$ cat src/rtl/rxwm_pkg.sv
// Package: shared types for the receive watermark flow controller.
// Assumes: nothing beyond standard SystemVerilog.
package rxwm_pkg;

    // Which modem pin pair carries the hardware handshake.
    typedef enum logic {
        MAP_RTS_CTS = 1'b0,
        MAP_DTR_DSR = 1'b1
    } map_sel_e;

    // Registered state of the two request-style pins (active low).
    typedef struct packed {
        logic rts_n;
        logic dtr_n;
    } modem_pins_t;

endpackage

$ cat src/rtl/rxwm_level_decode.sv
// Module: turns an 8-bit threshold code into an effective entry level.
// Codes 0 and 1 give a level of one; codes above MAX_LVL are clamped.
// Assumes: MAX_LVL fits in LVL_W bits and the code is static or registered upstream.
module rxwm_level_decode #(
    parameter int CODE_W  = 8,
    parameter int LVL_W   = 8,
    parameter int MAX_LVL = 128
) (
    input  logic [CODE_W-1:0] code,
    output logic [LVL_W-1:0]  level
);
    localparam logic [CODE_W-1:0] CODE_MAX = CODE_W'(MAX_LVL);
    localparam logic [LVL_W-1:0]  LVL_MAX  = LVL_W'(MAX_LVL);
    localparam logic [LVL_W-1:0]  LVL_ONE  = LVL_W'(1);

    // Map code to level with the floor of one and the ceiling of MAX_LVL.
    always_comb begin
        if (code <= CODE_W'(1)) begin
            level = LVL_ONE;
        end else if (code > CODE_MAX) begin
            level = LVL_MAX;
        end else begin
            level = LVL_W'(code);
        end
    end
endmodule

$ cat src/rtl/rxwm_hysteresis.sv
// Module: hysteresis state for receive-side flow control.
// The stop state sets at or above the high level and clears at or below the
// low level; stop wins when both hold. Disabled operation clears the state.
// Assumes: synchronous active-low reset; count and levels share width CNT_W.
module rxwm_hysteresis #(
    parameter int CNT_W = 8
) (
    input  logic             clk,
    input  logic             rst_n,
    input  logic             enable,
    input  logic [CNT_W-1:0] count,
    input  logic [CNT_W-1:0] hi_level,
    input  logic [CNT_W-1:0] lo_level,
    output logic             halt_q
);
    logic hit_hi;
    logic hit_lo;
    logic halt_d;

    // Compare the fill level against both watermarks.
    always_comb begin
        hit_hi = (count >= hi_level);
        hit_lo = (count <= lo_level);
    end

    // Next stop state: stop has priority, otherwise resume, otherwise hold.
    always_comb begin
        if (!enable) begin
            halt_d = 1'b0;
        end else if (hit_hi) begin
            halt_d = 1'b1;
        end else if (hit_lo) begin
            halt_d = 1'b0;
        end else begin
            halt_d = halt_q;
        end
    end

    // Hold the stop state; reset means the remote may send.
    always_ff @(posedge clk) begin
        if (!rst_n) begin
            halt_q <= 1'b0;
        end else begin
            halt_q <= halt_d;
        end
    end
endmodule

$ cat src/rtl/rxwm_sync.sv
// Module: multi-flop synchronizer for asynchronous modem inputs.
// Assumes: each bit is independent (no bus coherency needed); STAGES >= 2.
module rxwm_sync #(
    parameter int   WIDTH    = 2,
    parameter int   STAGES   = 2,
    parameter logic RST_VAL  = 1'b0
) (
    input  logic             clk,
    input  logic             rst_n,
    input  logic [WIDTH-1:0] async_in,
    output logic [WIDTH-1:0] sync_out
);
    logic [WIDTH-1:0] stage_q [STAGES];

    generate
        for (genvar s = 0; s < STAGES; s++) begin : g_stage
            if (s == 0) begin : g_first
                // First flop captures the raw asynchronous level.
                always_ff @(posedge clk) begin
                    if (!rst_n) begin
                        stage_q[s] <= {WIDTH{RST_VAL}};
                    end else begin
                        stage_q[s] <= async_in;
                    end
                end
            end else begin : g_next
                // Later flops let metastability settle.
                always_ff @(posedge clk) begin
                    if (!rst_n) begin
                        stage_q[s] <= {WIDTH{RST_VAL}};
                    end else begin
                        stage_q[s] <= stage_q[s-1];
                    end
                end
            end
        end
    endgenerate

    assign sync_out = stage_q[STAGES-1];
endmodule

$ cat src/rtl/rxwm_pin_mux.sv
// Module: routes the stop state to the selected request pin and the
// selected synchronized clear input to the transmit qualifier.
// The pin that does not carry flow control shows its software modem bit.
// Assumes: clear inputs are already synchronized; pins are registered so
// they only move at a clock edge.
module rxwm_pin_mux
    import rxwm_pkg::*;
(
    input  logic        clk,
    input  logic        rst_n,
    input  logic        enable,
    input  map_sel_e    map_sel,
    input  logic        halt,
    input  logic        sw_rts,
    input  logic        sw_dtr,
    input  logic        cts_s_n,
    input  logic        dsr_s_n,
    output modem_pins_t pins_q,
    output logic        tx_allow
);
    modem_pins_t pins_d;
    logic        clear_n;

    // Choose the value each pin should show in the next cycle.
    always_comb begin
        pins_d.rts_n = ~sw_rts;
        pins_d.dtr_n = ~sw_dtr;
        if (enable) begin
            if (map_sel == MAP_RTS_CTS) begin
                pins_d.rts_n = halt;
            end else begin
                pins_d.dtr_n = halt;
            end
        end
    end

    // Register the pins so threshold or mode changes cannot glitch them.
    always_ff @(posedge clk) begin
        if (!rst_n) begin
            pins_q <= '0;
        end else begin
            pins_q <= pins_d;
        end
    end

    // Qualify the local transmitter from the selected clear input.
    always_comb begin
        clear_n  = (map_sel == MAP_RTS_CTS) ? cts_s_n : dsr_s_n;
        tx_allow = !enable || !clear_n;
    end
endmodule

$ cat src/rtl/rxwm_flow_ctrl.sv
// Module: top of the receive FIFO watermark flow controller.
// Decodes both threshold codes, tracks the stop state with hysteresis,
// synchronizes the clear inputs and drives the selected handshake pin.
// Assumes: fifo_count is synchronous to clk; cts_n and dsr_n are asynchronous.
module rxwm_flow_ctrl
    import rxwm_pkg::*;
#(
    parameter int CNT_W       = 8,
    parameter int MAX_LVL     = 128,
    parameter int SYNC_STAGES = 2
) (
    input  logic             clk,
    input  logic             rst_n,
    input  logic             fc_en,
    input  logic             map_sel,
    input  logic [CNT_W-1:0] fifo_count,
    input  logic [CNT_W-1:0] hi_code,
    input  logic [CNT_W-1:0] lo_code,
    input  logic             sw_rts,
    input  logic             sw_dtr,
    input  logic             cts_n,
    input  logic             dsr_n,
    output logic             rts_n,
    output logic             dtr_n,
    output logic             tx_allow
);
    localparam int NUM_THR = 2;

    logic [CNT_W-1:0] codes  [NUM_THR];
    logic [CNT_W-1:0] levels [NUM_THR];
    logic [CNT_W-1:0] hi_lvl;
    logic [CNT_W-1:0] lo_lvl;
    logic             halt_q;
    logic [1:0]       clr_sync;
    modem_pins_t      pins_q;

    assign codes[0] = hi_code;
    assign codes[1] = lo_code;

    generate
        for (genvar t = 0; t < NUM_THR; t++) begin : g_thr
            rxwm_level_decode #(
                .CODE_W (CNT_W),
                .LVL_W  (CNT_W),
                .MAX_LVL(MAX_LVL)
            ) u_dec (
                .code (codes[t]),
                .level(levels[t])
            );
        end
    endgenerate

    assign hi_lvl = levels[0];
    assign lo_lvl = levels[1];

    rxwm_hysteresis #(
        .CNT_W(CNT_W)
    ) u_hyst (
        .clk     (clk),
        .rst_n   (rst_n),
        .enable  (fc_en),
        .count   (fifo_count),
        .hi_level(hi_lvl),
        .lo_level(lo_lvl),
        .halt_q  (halt_q)
    );

    rxwm_sync #(
        .WIDTH  (2),
        .STAGES (SYNC_STAGES),
        .RST_VAL(1'b0)
    ) u_sync (
        .clk     (clk),
        .rst_n   (rst_n),
        .async_in({dsr_n, cts_n}),
        .sync_out(clr_sync)
    );

    rxwm_pin_mux u_mux (
        .clk     (clk),
        .rst_n   (rst_n),
        .enable  (fc_en),
        .map_sel (map_sel_e'(map_sel)),
        .halt    (halt_q),
        .sw_rts  (sw_rts),
        .sw_dtr  (sw_dtr),
        .cts_s_n (clr_sync[0]),
        .dsr_s_n (clr_sync[1]),
        .pins_q  (pins_q),
        .tx_allow(tx_allow)
    );

    assign rts_n = pins_q.rts_n;
    assign dtr_n = pins_q.dtr_n;
endmodule

$ cat config.mk
export PLATFORM = sky130hd
export DESIGN_NAME = rxwm_flow_ctrl
export DESIGN_NICKNAME = d
export VERILOG_FILES = /design/src/rtl/rxwm_pkg.sv /design/src/rtl/rxwm_level_decode.sv /design/src/rtl/rxwm_hysteresis.sv /design/src/rtl/rxwm_sync.sv /design/src/rtl/rxwm_pin_mux.sv /design/src/rtl/rxwm_flow_ctrl.sv
export SDC_FILE = /design/constraint.sdc
export NUM_CORES = 1
export LEC_CHECK = 0
export ABC_CLOCK_PERIOD_IN_PS = 5150
export BUFFER_PORTS_ARGS = -buffer_cell sky130_fd_sc_hd__buf_2
export CORE_MARGIN = 10
export CORE_UTILIZATION = 40
export DETAILED_ROUTE_END_ITERATION = 10
export PLACE_DENSITY = 0.82
export SKIP_CTS_REPAIR_TIMING = 1
export SYNTH_ARGS = -nofsm -noshare
export SYNTH_HDL_FRONTEND = slang
export SYNTH_SLANG_ARGS = --single-unit
$ cat constraint.sdc
create_clock -name clk -period 5.15 [get_ports clk]
set_clock_uncertainty 0.15 [all_clocks]
set_input_delay 1.2875 -clock clk [delete_from_list [all_inputs] [get_ports clk]]
set_output_delay 1.2875 -clock clk [all_outputs]
set_load 0.02 [all_outputs]
==> impl_results.md <==
- Residual overflow from global routing: 0
- Actual transition at the worst max-transition pin: 0.232 ns
- Area growth syn-to-layout: 33.1%
- Antenna diodes: 0
- Switching power summed over all nets: 0.0465 mW
- Mux cell area share after synthesis: 0.0172
- Fraction of the mapped netlist area in compound gates: 0.197
- Post-synth net total: 127
- Avg Vias per Cell: 5.40
- Total via count after detailed routing: 718
- Iteration count of the initial detailed-routing pass: 2
- CTS buffer count: 3
- Pre-CTS setup slack: 1.78 ns
- Post-DP HPWL: 1620 um
- Power density over cell area: 182 nW/um^2
- Setup-failing EPs final: 0
- Outcome: finished, final reports clean
- Detailed-route wire length per cell: 13.6 um
- Clock tree from TritonCTS: built
- Synthesized-area fraction occupied by and/or/nand/nor cells: 0.249
- Core outline area: 1520 um^2
- Sequential cell fraction of total power: 0.370
- Share of total power in combinational logic: 0.323
- H-tree depth: 1
- Fillers: 145
- Overall die area: 3650 um^2
- Max transition margin: 0.844
- Static Leakage: 0.462 nW
- Distinct cell type count of the synthesized netlist: 22
- Unrepaired setup endpoints after global routing: false
- Post-synthesis sequential area ratio: 0.214
- Cell-internal power: 0.112 mW
- Fin cells: 133
- Register clock-pin slew on the reported worst setup and hold paths: 0.05 ns
- Crit share post-route: 0.653
- Final number of max-transition violations: 0
- PnR worst setup slack: 1.79 ns
- EDFF count, synth: 0
- Pin count of the biggest net entering global routing: 8
- Number of nets with antenna violations after routing: 0
- Net Sw Frac: 0.294
- Max-cap violations: 0
- Instance count after placement with tap cells included: 129
- I/O pin cnt: 35
- Largest fanout on the critical path: 3
- Gate count after technology mapping: 79
- Placer Congestion: 0.753
- DRC: 0
- # rows: 14
- Share of cells above drive strength 1: 0.333
- Overall track demand over capacity in global routing: 0.106
- Number of synthesized register bits: 7
- Dominant combinational cell family by area after synthesis: adder cells
- Arithmetic-cell share of the synthesized area counting full adders, half adders and majority gates: 0.306
- Vias in the first global route: 773
- Fraction of power consumed by the clock network: 0.307
- Layout net count: 166
- Worst vdd ir: 0.000140 V
- Number of buffers inserted by port buffering: 34
- Type of the tightest min-delay check: register to register
- Starting utilization of the core area: 0.429
- Peak Freq: 297 MHz
- Most used flip-flop cell after synthesis: sky130_fd_sc_hd__dfxtp_1
- Y dimension of the die: 60.4 um
- Type of origin of the critical path: input port
- Xor-xnor portion of the synthesized cell area: 0
- Critical Path Sink Type: output pin
- Clock Tree Root: sky130_fd_sc_hd__clkbuf_4
- Ys async rst share: 0
- Total clock sinks: 7
- Detailed Route WL: 1810 um
- Share of the core filled with cells: 0.571
- Accumulated negative setup slack: 0 ns
- Number of antenna violations at the first check in global routing: 0
- Total count of hold-check failures in the final report: 0
- First DRT Iteration DRCs: 4
- Critical setup path kind: input port to output pin
- Clk_lat worst skew: 0.25 ns
- Data arrival time of the critical path: 1.93 ns
- Mean instance size in the synthesized netlist: 8.28 um^2
- Die Wd: 60.4 um
- Clock buffer depth: 2
- Worst path required time: 3.71 ns
- Global-route wire length before repair: 3040 um
- Tmin final: 3.36 ns
- Synth Cell Area: 654 um^2
- Yosys warns: 0
[metrics by stage]
step                      hold WS [ns]  total power, mW  cell area, um^2
after floorplan                  0.262           0.0878              654
after global placement           0.271            0.108              845
after global routing             0.304            0.175              871
after CTS                        0.289            0.163              871
after detailed placement         0.284            0.111              845
final                            0.286            0.158              871
[per-layer routing]
metal  track usage  vias up  routed length, um
met1         0.104      321                715
met2         0.181       29                852
met3        0.0543        0                242
met4        0.0564        0                  0
met5             0        -                  0
li1              -      368                  -
[cells in the mapped netlist (all sizes together), types with 2 or more instances]
library cell | number | area (um^2)
o21ai | 2 | 10.0
and2 | 4 | 25.0
o211ai | 3 | 22.5
o211a | 2 | 20.0
ha | 16 | 200
nor2 | 5 | 18.8
a211oi | 2 | 15.0
nor4 | 2 | 12.5
nand2 | 18 | 67.6
a21oi | 4 | 20.0
inv | 3 | 11.3
nand4 | 2 | 12.5
dfxtp | 7 | 140
[path summary, 6_finish.rpt]
| check | startpoint | endpoint | slack, ns | cells after the start |
|---|---|---|---|---|
| setup / recovery | map_sel | tx_allow | 1.79 | 4 |
| hold / removal | u_sync.stage_q[0][0]$_SDFF_PN0_ | u_sync.stage_q[1][0]$_SDFF_PN0_ | 0.29 | 1 |
| setup reg to reg | u_hyst.halt_q$_SDFFE_PN0P_ | u_hyst.halt_q$_SDFFE_PN0P_ | 4.03 | 3 |
| hold reg to reg | u_sync.stage_q[0][0]$_SDFF_PN0_ | u_sync.stage_q[1][0]$_SDFF_PN0_ | 0.29 | 1 |
[sequential cells by signal, indices dropped and copies added, names as in the netlist]
name / cells
u_sync.stage_q: 4
u_hyst.halt_q: 1
u_mux.pins_q: 2
[placed cells by master, fill, tap and decap left out, types with 2 or more instances in the layout]
cell | netlist | layout
sky130_fd_sc_hd__dfxtp_1 | 7 | 7
sky130_fd_sc_hd__a21oi_1 | 4 | 4
sky130_fd_sc_hd__and2_1 | 4 | 4
sky130_fd_sc_hd__o211ai_1 | 3 | 3
sky130_fd_sc_hd__clkbuf_4 | 0 | 3
sky130_fd_sc_hd__o211a_1 | 2 | 2
sky130_fd_sc_hd__nor4_1 | 2 | 2
sky130_fd_sc_hd__o21ai_0 | 2 | 2
sky130_fd_sc_hd__a211oi_1 | 2 | 2
sky130_fd_sc_hd__inv_1 | 3 | 3
sky130_fd_sc_hd__buf_2 | 0 | 34
sky130_fd_sc_hd__nand2_1 | 18 | 18
sky130_fd_sc_hd__nand4_1 | 2 | 2
sky130_fd_sc_hd__nor2_1 | 5 | 5
sky130_fd_sc_hd__ha_1 | 16 | 16
[cells by family (layout without fill, tap and decap cells)]
kind of cell | after synthesis | after routing
AOI/OAI and AO/OA | 17 | 17
buffers and inverters | 3 | 41
muxes | 1 | 1
and+or+nand+nor | 35 | 35
adders and majority gates | 16 | 16
DFF | 7 | 7
[worst max-delay path, stage by stage]
cell and delay [ns]:
sky130_fd_sc_hd__buf_2 0.10, sky130_fd_sc_hd__mux2_2 0.32, sky130_fd_sc_hd__nand2_1 0.06, sky130_fd_sc_hd__buf_2 0.16
[power groups by stage]
stage / combinational [mW] / clock (mW) / sequential [mW]
global route: 0.0593 / 0.0565 / 0.0588
floorplan: 0.0271 / 0 / 0.0607
finish: 0.0511 / 0.0487 / 0.0586
CTS: 0.0516 / 0.0524 / 0.0586
global placement: 0.0487 / 0 / 0.0595
detailed placement: 0.0513 / 0 / 0.0596
[cell type report]
class	count	area, um^2	share of cell area
Timing Repair Buffer	34	170	0.195
Inverter	3	11.3	0.0129
Sequential cell	7	140	0.161
Tap cell	16	20.0	0.0230
Multi-Input combinational cell	69	503	0.578
Clock buffer	4	26.3	0.0302
Note: power is estimated with default switching activity, not from simulation.
